**config.mk**
```make
export PLATFORM = sky130hd
export DESIGN_NAME = brDecodeUnit
export DESIGN_NICKNAME = d
export VERILOG_FILES = /design/src/rtl/brdec_pkg.sv /design/src/rtl/brDatapath.sv /design/src/rtl/brCtrl.sv /design/src/rtl/brDecodeUnit.sv
export SDC_FILE = /design/constraint.sdc
export NUM_CORES = 1
export LEC_CHECK = 0
export BUFFER_PORTS_ARGS = -buffer_cell sky130_fd_sc_hd__buf_2
export CAP_MARGIN = 15
export CORE_MARGIN = 8
export CORE_UTILIZATION = 30
export CTS_CLUSTER_DIAMETER = 30
export CTS_CLUSTER_SIZE = 25
export DETAILED_ROUTE_END_ITERATION = 6
export GPL_TIMING_DRIVEN = 0
export SLEW_MARGIN = 20
export SYNTH_ARGS = -nofsm -noshare
export SYNTH_HDL_FRONTEND = slang
export SYNTH_SLANG_ARGS = --single-unit
```
**constraint.sdc**
```tcl
create_clock -name clk -period 4.24 [get_ports clk]
set_clock_uncertainty 0.1 [all_clocks]
set_input_delay 0.212 -clock clk [delete_from_list [all_inputs] [get_ports clk]]
set_output_delay 0.212 -clock clk [all_outputs]
set_load 0.03 [all_outputs]
```
**src/rtl/brdec_pkg.sv**
```systemverilog
package brdec_pkg;
  localparam int FLAG_W    = 4;
  localparam int MODE_BIT  = 15;
  localparam logic [2:0] BR_CLASS = 3'b101;

  typedef enum logic [1:0] {
    KIND_JUMP = 2'd0,
    KIND_CALL = 2'd1,
    KIND_RET  = 2'd2,
    KIND_ALT  = 2'd3
  } brKindT;

  typedef enum logic [1:0] {
    AM_DIRECT = 2'd0,
    AM_FWD    = 2'd1,
    AM_BACK   = 2'd2,
    AM_ALT    = 2'd3
  } addrModeT;

  typedef struct packed {
    logic     isBranch;
    logic     aluLegal;
    brKindT   kind;
    logic     condEn;
    logic [2:0] condSel;
    addrModeT amode;
  } decodeT;

  typedef struct packed {
    logic capture;
    logic push;
    logic pop;
  } ctrlStrobesT;
endpackage

```
**src/rtl/brDatapath.sv**
```systemverilog
module brDatapath
  import brdec_pkg::*;
#(
  parameter int WORD_W      = 16,
  parameter int STACK_DEPTH = 4
) (
  input  logic              clk,
  input  logic              rstN,
  input  logic [WORD_W-1:0] qWord0,
  input  logic [WORD_W-1:0] qWord1,
  input  logic [WORD_W-1:0] qWord2,
  input  logic [WORD_W-1:0] headPc,
  input  ctrlStrobesT       strobe,
  output decodeT            dec,
  output brKindT            pendKind,
  output logic              pendCondEn,
  output logic [2:0]        pendCondSel,
  output logic              stackEmpty,
  output logic              stackFull,
  output logic [WORD_W-1:0] redirectPc
);
  localparam int CNT_W = $clog2(STACK_DEPTH + 1);

  logic [WORD_W-1:0] newTarget;
  logic [WORD_W-1:0] pendTarget;
  logic [WORD_W-1:0] pendLink;
  logic [WORD_W-1:0] stackTop;
  logic [WORD_W-1:0] slotQ [STACK_DEPTH];
  logic [CNT_W-1:0]  depth;

  // Field decode of the control word and legality of the ALU word
  always_comb begin
    dec.isBranch = !qWord0[MODE_BIT] && (qWord0[14:12] == BR_CLASS);
    dec.aluLegal = qWord2[MODE_BIT];
    dec.kind     = (qWord0[11:10] == 2'b11) ? KIND_JUMP : brKindT'(qWord0[11:10]);
    dec.condEn   = qWord0[9];
    dec.amode    = addrModeT'(qWord0[8:7]);
    dec.condSel  = qWord0[6:4];
  end

  // Target arithmetic, done while the words are in the queue
  always_comb begin
    unique case (dec.amode)
      AM_FWD:  newTarget = headPc + qWord1;
      AM_BACK: newTarget = headPc - qWord1;
      default: newTarget = qWord1;
    endcase
  end

  // Pending branch held for the resolve cycle
  always_ff @(posedge clk or negedge rstN) begin
    if (!rstN) begin
      pendTarget  <= '0;
      pendLink    <= '0;
      pendKind    <= KIND_JUMP;
      pendCondEn  <= 1'b0;
      pendCondSel <= '0;
    end else if (strobe.capture) begin
      pendTarget  <= newTarget;
      pendLink    <= headPc + WORD_W'(3);
      pendKind    <= dec.kind;
      pendCondEn  <= dec.condEn;
      pendCondSel <= dec.condSel;
    end
  end

  // Return stack: slots addressed by the current depth
  always_ff @(posedge clk or negedge rstN) begin
    if (!rstN) begin
      depth <= '0;
      for (int i = 0; i < STACK_DEPTH; i++) slotQ[i] <= '0;
    end else begin
      for (int i = 0; i < STACK_DEPTH; i++)
        if (strobe.push && depth == CNT_W'(i)) slotQ[i] <= pendLink;
      if (strobe.push)     depth <= depth + CNT_W'(1);
      else if (strobe.pop) depth <= depth - CNT_W'(1);
    end
  end

  always_comb begin
    stackTop = '0;
    for (int i = 0; i < STACK_DEPTH; i++)
      if (depth == CNT_W'(i + 1)) stackTop = slotQ[i];
  end

  assign stackEmpty = (depth == '0);
  assign stackFull  = (depth == CNT_W'(STACK_DEPTH));
  assign redirectPc = (pendKind == KIND_RET) ? stackTop : pendTarget;
endmodule

```
**src/rtl/brCtrl.sv**
```systemverilog
module brCtrl
  import brdec_pkg::*;
(
  input  logic              clk,
  input  logic              rstN,
  input  logic [2:0]        qValid,
  input  decodeT            dec,
  input  brKindT            pendKind,
  input  logic              pendCondEn,
  input  logic [2:0]        pendCondSel,
  input  logic [FLAG_W-1:0] aluFlags,
  input  logic              stackEmpty,
  input  logic              stackFull,
  output ctrlStrobesT       strobe,
  output logic [1:0]        qPop,
  output logic              stall,
  output logic              aluIssue,
  output logic              illegal,
  output logic              redirect,
  output logic              flush,
  output logic              stackErr
);
  logic pendValid;
  logic flagBit;
  logic condMet;
  logic retEmpty;
  logic taken;

  always_ff @(posedge clk or negedge rstN) begin
    if (!rstN) pendValid <= 1'b0;
    else       pendValid <= strobe.capture;
  end

  // Resolve stage
  always_comb begin
    flagBit  = aluFlags[pendCondSel[2:1]];
    condMet  = !pendCondEn || (flagBit ^ pendCondSel[0]);
    retEmpty = (pendKind == KIND_RET) && stackEmpty;
    taken    = pendValid && condMet && !retEmpty;
    stackErr = pendValid && condMet &&
               (retEmpty || (pendKind == KIND_CALL && stackFull));
    redirect = taken;
    flush    = taken;
  end

  // Decode stage, squashed by a redirect
  always_comb begin
    strobe.push    = taken && (pendKind == KIND_CALL) && !stackFull;
    strobe.pop     = taken && (pendKind == KIND_RET);
    strobe.capture = 1'b0;
    qPop     = 2'd0;
    stall    = 1'b0;
    aluIssue = 1'b0;
    illegal  = 1'b0;
    if (!taken) begin
      if (qValid[0] && dec.isBranch) begin
        if (&qValid) begin
          qPop = 2'd3;
          if (dec.aluLegal) begin
            aluIssue       = 1'b1;
            strobe.capture = 1'b1;
          end else begin
            illegal = 1'b1;
          end
        end else begin
          stall = 1'b1;
        end
      end else if (qValid[0]) begin
        qPop = 2'd1;
      end
    end
  end
endmodule

```
**src/rtl/brDecodeUnit.sv**
```systemverilog
module brDecodeUnit
  import brdec_pkg::*;
#(
  parameter int WORD_W      = 16,
  parameter int STACK_DEPTH = 4
) (
  input  logic              clk,
  input  logic              rstN,
  input  logic [2:0]        qValid,
  input  logic [WORD_W-1:0] qWord0,
  input  logic [WORD_W-1:0] qWord1,
  input  logic [WORD_W-1:0] qWord2,
  input  logic [WORD_W-1:0] headPc,
  input  logic [3:0]        aluFlags,
  output logic [1:0]        qPop,
  output logic              stall,
  output logic              aluIssue,
  output logic [WORD_W-1:0] aluWord,
  output logic              illegal,
  output logic              redirect,
  output logic [WORD_W-1:0] redirectPc,
  output logic              flush,
  output logic              stackErr
);
  ctrlStrobesT strobe;
  decodeT      dec;
  brKindT      pendKind;
  logic        pendCondEn;
  logic [2:0]  pendCondSel;
  logic        stackEmpty;
  logic        stackFull;

  brDatapath #(.WORD_W(WORD_W), .STACK_DEPTH(STACK_DEPTH)) u_dp (
    .clk(clk), .rstN(rstN),
    .qWord0(qWord0), .qWord1(qWord1), .qWord2(qWord2), .headPc(headPc),
    .strobe(strobe), .dec(dec),
    .pendKind(pendKind), .pendCondEn(pendCondEn), .pendCondSel(pendCondSel),
    .stackEmpty(stackEmpty), .stackFull(stackFull), .redirectPc(redirectPc)
  );

  brCtrl u_ctrl (
    .clk(clk), .rstN(rstN), .qValid(qValid), .dec(dec),
    .pendKind(pendKind), .pendCondEn(pendCondEn), .pendCondSel(pendCondSel),
    .aluFlags(aluFlags), .stackEmpty(stackEmpty), .stackFull(stackFull),
    .strobe(strobe), .qPop(qPop), .stall(stall), .aluIssue(aluIssue),
    .illegal(illegal), .redirect(redirect), .flush(flush), .stackErr(stackErr)
  );

  assign aluWord = qWord2;
endmodule

```
### After elaboration in Yosys (flattened, before gate mapping)

Cells that the tools add are included.

* memory bits (writable): 0
* memories: 0
* bits of input ports: 73
* logic and storage cells: 77
* bits in registers: 106
* latch bits: 0
* bits in read-only memories: 0

* bitwise logic cells: 1
* div/mod/pow operators: 0
* reductions and logical operators: 23
* multiplexer cells: 26
* shifts and indexed selects: 0
* eq/ne operators: 10
* $lt $le $gt $ge: 1
* add/subtract/negate cells: 5
* multiply operators: 0

Operator list (number)
* 16-bit two-way mux: 5
* 16-bit case mux with 2 select lines: 1
* 16-bit adder: 1
* 16-bit by 2-bit adder with 16-bit output, second input constant: 1
* 16-bit subtractor: 1
* 1-bit logical AND: 14
* 1-bit two-way mux: 13
* 2-bit two-way mux: 4
* 2-bit equality test, second input constant: 3
* 3-bit by 2-bit equality test with 1-bit output, second input constant: 2
* 3-bit equality test, second input constant: 2
* 3-bit two-way mux: 2
* 2-bit by 1-bit equality test with 1-bit output, second input constant: 2
* 1-bit logical NOT: 4
* 3-bit by 1-bit adder with 3-bit output, second input constant: 1
* 3-bit by 1-bit equality test with 1-bit output, second input constant: 1
* 3-bit logical NOT: 1
* 2-bit by 3-bit less-than comparator with 1-bit output, second input constant: 1
* 3-bit AND reduction: 1
* 3-bit by 1-bit subtractor with 3-bit output, second input constant: 1
* 1-bit binary-select mux with 2-bit select: 1
* 1-bit logical OR: 2
* 2-bit nonzero test: 1
* 1-bit bitwise XOR: 1

### Logic depth before layout (Yosys ltp)

* depth in word-level cells: 9
* depth in mapped cells: 14
* mapped depth without buffers: 14

### Modules after synthesis

A second synthesis with hierarchy kept.

* cell total of the unflattened synthesis: 685
* area, all modules: 6590.1 µm²

Modules (own cells, without submodules)
* brDatapath: cells an instance 640, seq. area each 2627.5 µm², area an instance 6243.5 µm², instances 1
* brCtrl: cells an instance 29, seq. area each 25.0 µm², area an instance 226.5 µm², instances 1
* brDecodeUnit: cells an instance 16, seq. area each 0.0 µm², area an instance 120.1 µm², instances 1

### Worst setup path before layout

OpenSTA, ideal clock, no wires.

* kind: input -> register
* start: input qWord1[6]
* end: register u_dp.pendTarget[15]
* slack: 1133 ps
* stages on the path: 12
* arrival: 2915 ps
* path buffers: 0
* library setup time: 92 ps
* cell sequence: or4_4 > or4_4 > nor4_1 > nor2_1 > xnor2_1 > ha_1 > a21o_1 > a21o_1 > a21o_1 > a31oi_1 > xnor2_1 > o31ai_2

* cells in the longest elaborated chain, start to end: 2

Ends and longest elaborated chain
* from (decl): RTL line brDecodeUnit.sv:11 `input logic [WORD_W-1:0] qWord1,`
* 16-bit subtractor / 16-bit adder (equally long branches): RTL line brDatapath.sv:45, brDatapath.sv:44
* 16-bit case mux with 2 select lines *: RTL line brDatapath.sv:43 `unique case (dec.amode)`
* to (signal assigned): RTL line brDatapath.sv:59 `pendTarget <= newTarget;`
* to (decl): RTL line brDatapath.sv:25 `logic [WORD_W-1:0] pendTarget;`

Every way passes the cells marked *; elsewhere a longest branch is shown, timed or not.
A chain may end at the register's enable or synchronous reset.

### Final worst setup path

* start: register u_dp.depth[1]
* end: output redirectPc[5]

* cells in the longest elaborated chain, start to end: 6

Ends and longest elaborated chain
* from (decl): RTL line brDatapath.sv:29 `logic [CNT_W-1:0] depth;`
* from (signal assigned): RTL line brDatapath.sv:75 `if (strobe.push) depth <= depth + CNT_W'(1);`
* from (signal assigned): RTL line brDatapath.sv:76 `else if (strobe.pop) depth <= depth - CNT_W'(1);`
* 3-bit by 1-bit equality test with 1-bit output: RTL line brDatapath.sv:83 `if (depth == CNT_W'(i + 1)) stackTop = slotQ[i];`
* 16-bit two-way mux (3 in series): RTL line brDatapath.sv:83
* 16-bit two-way mux *: RTL line brDatapath.sv:83
* 16-bit two-way mux *: RTL line brDatapath.sv:88 `assign redirectPc = (pendKind == KIND_RET) ? stackTop : pendTarget;`
* to (decl): RTL line brDecodeUnit.sv:21 `output logic [WORD_W-1:0] redirectPc,`

Marked as above.

==> run metrics <==
xor/xnor share of the synthesized area=6.09%; fraction of layout cells with a size suffix above 1=27.1%; commonest cells after routing, fill and taps aside=106 x dfrtp_1, 98 x buf_2, 76 x nand2_1, 64 x nor2_1, 64 x mux2_2; Seq/Total Area, Yosys=42.1%; antenna cells=0; post-route design area=0.00748 mm²; clock buffer depth=2; vias post-DR=4881; Yosys reg bits=106; DR WL/cell=15.2 µm; Core ar.=0.0208 mm²; status=completed; crit path kind=flop to output pin; largest net degree at the start of global routing=72; area of the multi-input gates=0.00333 mm²; via/cell ratio=4.64; die area=0.0259 mm²; CP max stage delay=700 ps; post-route antenna net violation count=0; fraction of registers with async set/reset=100%; # IOs=113; GRT Resource Usage Total=12.3%; Hold WC Path Type=input pin to flop; CP arrival=3370 ps; GRT overflow=0; critical path's slowest cell=nor3b_1; post-synthesis simple-gate area fraction=13.8%; Top FF cell, synth=dfrtp_1; final worst-path cycle share=86.9%; syn nets=761; total of max-cap violations=0; syn_area_per_cell=9.51 µm²; P&R area growth vs syn=18.6%; drc violations=0; CP Buf/Inv Count=3; root buffer cell=clkbuf_16; Gate Count Post-Synth=663; post_cts resized=0; Compound-Gate Fraction of Synth Area=15.1%; Num CTS Buffers=9; EDFF count, synth=0; Clock Pin Slew Worst Setup and Hold Paths=70 ps; Leak=0.00363 µW; RSZ-0062 raised after global routing=false; Rows=53; Synth cell types=54; Tmin final=3680 ps; worst skew pair latency=340 ps; Hold Fails Final Rpt=0; starting density of the core=30.3%; drt initial violations=227; Die Span Y=161 µm; startpoint types=flop; gpl congestion=0.847; actual slew at the worst max-slew pin=832 ps; Mapped Area=0.00630 mm²; relative slew slack=44.4%; CTS tree=built; Max FO, Critical Path=10; nets=871; Metal-1 WL=7.51 mm; Peak Freq=272 MHz; power density over the cells=301 mW/mm²; total wire length=16.0 mm; Worst EP required=3930 ps; initial antenna violation count=0; Max Slew Vio Count=0; share of the synthesized area in the top cell type=42.1%; TNS Setup=0 ps; most common cell after layout, fill and taps aside=dfrtp_1; worst vdd ir=139 µV; largest area contributor in the netlist=dfrtp_1; Storage cell area=0.00265 mm²; top sig layer=met4; clk sinks=106; Post-CTS Hold Buffers=5; port bufs=93; Top delay family on crit path=simple AND/OR/NAND/NOR gates; Filler Cell Count=2183; Critical Path End Type=output pin; number of H-tree levels=3; Area after DPL=0.00715 mm²; final setup vio count=0; metal3 WL=366 µm; Met2 Wirelength=7.84 mm; Fin Hold WS=22.0 ps; critical-path cell list=inv_1, ha_1, nor3b_1, clkbuf_1, a22oi_1, nor2_1, a21oi_1, nor2_1, a21oi_1, o21ai_0, buf_2; setup bufs post-CTS=0; die width=161 µm; Post-DP HPWL=13.1 mm; largest family of logic cells by synthesized area=compound AO/OA/AOI/OAI gates; Area contributors post-synth=dfrtp_1 42%, mux2_2 11%, a21oi_1 4.9%, ha_1 4.8%, nand2_1 4.5%; 1st-pass router iterations=4; Synth Area in Adders=5.08%; via count of the first global-routing pass=4766; mux contribution to synthesized area=12.7%; yosys warns=0; global-route wire length before repair=25.9 mm
[final cells by class]
type                            count  area share (%)
Clock buffer                       10            3.20
Timing Repair Buffer               99            7.35
Sequential cell                   106            35.5
Clock inverter                      6           0.536
Multi-Input combinational cell    493            44.6
Buffer                             50            3.56
Tap cell                          275            4.60
Inverter                           14           0.703
[synth_stat cells, drive strengths merged (2+ instances only)]
library cell    n
o31ai           4
nand2          79
ha             24
nor3            6
mux2           64
o21a            3
xor2           14
a22oi          16
and3            8
o211ai          2
mux2i           6
a21o            9
xnor2          29
a31oi           4
clkbuf         24
nor2           65
a21oi          62
nor4            3
dfrtp         106
o21ai          51
nand4           4
o22a            2
nor2b           4
o2111ai         2
buf            26
inv            14
nand2b          5
nand3           7
nor3b           2
or4             2
[sequential cells by signal, indices dropped and copies added, names as in the netlist]
signal / count
u_dp.slotQ: 64
u_dp.pendLink: 16
u_dp.pendTarget: 16
u_dp.depth: 3
u_dp.pendCondSel: 3
u_dp.pendKind: 2
u_ctrl.pendValid: 1
u_dp.pendCondEn: 1
[where the power goes]
group	internal, µW	switching (µW)
logic	170	247
registers	1030	20.6
clock network	415	369
total	1610	636
[cell families (layout without fill, tap and decap cells)]
family                     after synthesis  count (layout)
buffers and inverters                   64             179
muxes                                   71              71
and+or+nand+nor                        191             191
adders and majority gates               25              25
xor gates and xnor gates                43              43
AOI/OAI and AO/OA                      163             163
DFF                                    106             106
[layer usage]
layer / vias to the layer above / track usage, %
met1: 2283 / 16.1
li1: 2520 / -
met4: 0 / 3.75
met3: 12 / 1.82
met5: - / 0
met2: 66 / 20.5
[worst min-delay path, delay by kind of cell]
kind / cells / cell delay, ps
AO/OA/AOI/OAI: 1 / 60
buffers and inverters: 1 / 100
AND/OR/NAND/NOR: 1 / 50
[per-stage QoR]
stage	util, %	instances	power [µW]	setup slack [ps]
after CTS	35.9	1053	2270	491
after floorplan	-	663	1340	1130
final	35.9	1053	2250	557
after global routing	35.9	1053	2360	273
after detailed placement	34.3	1032	1490	671
after global placement	34.2	1031	1480	649
[path summary, 6_finish.rpt]
kind	from	to	slack, ps	depth (start not counted)
worst max-delay path	u_dp.depth[1]	redirectPc[5]	560	11
worst min-delay path	qWord0[11]	u_dp.pendKind[1]	20	3
worst max register to register	u_dp.depth[1]	u_dp.slotQ[40]	1500	10
worst min register to register	u_dp.pendTarget[14]	u_dp.pendTarget[14]	390	2
max in group asynchronous	rstN	u_dp.pendTarget[12]	3130	3
min in group asynchronous	rstN	u_dp.depth[1]	220	2
No activity file was read; power rests on OpenSTA's default activity.
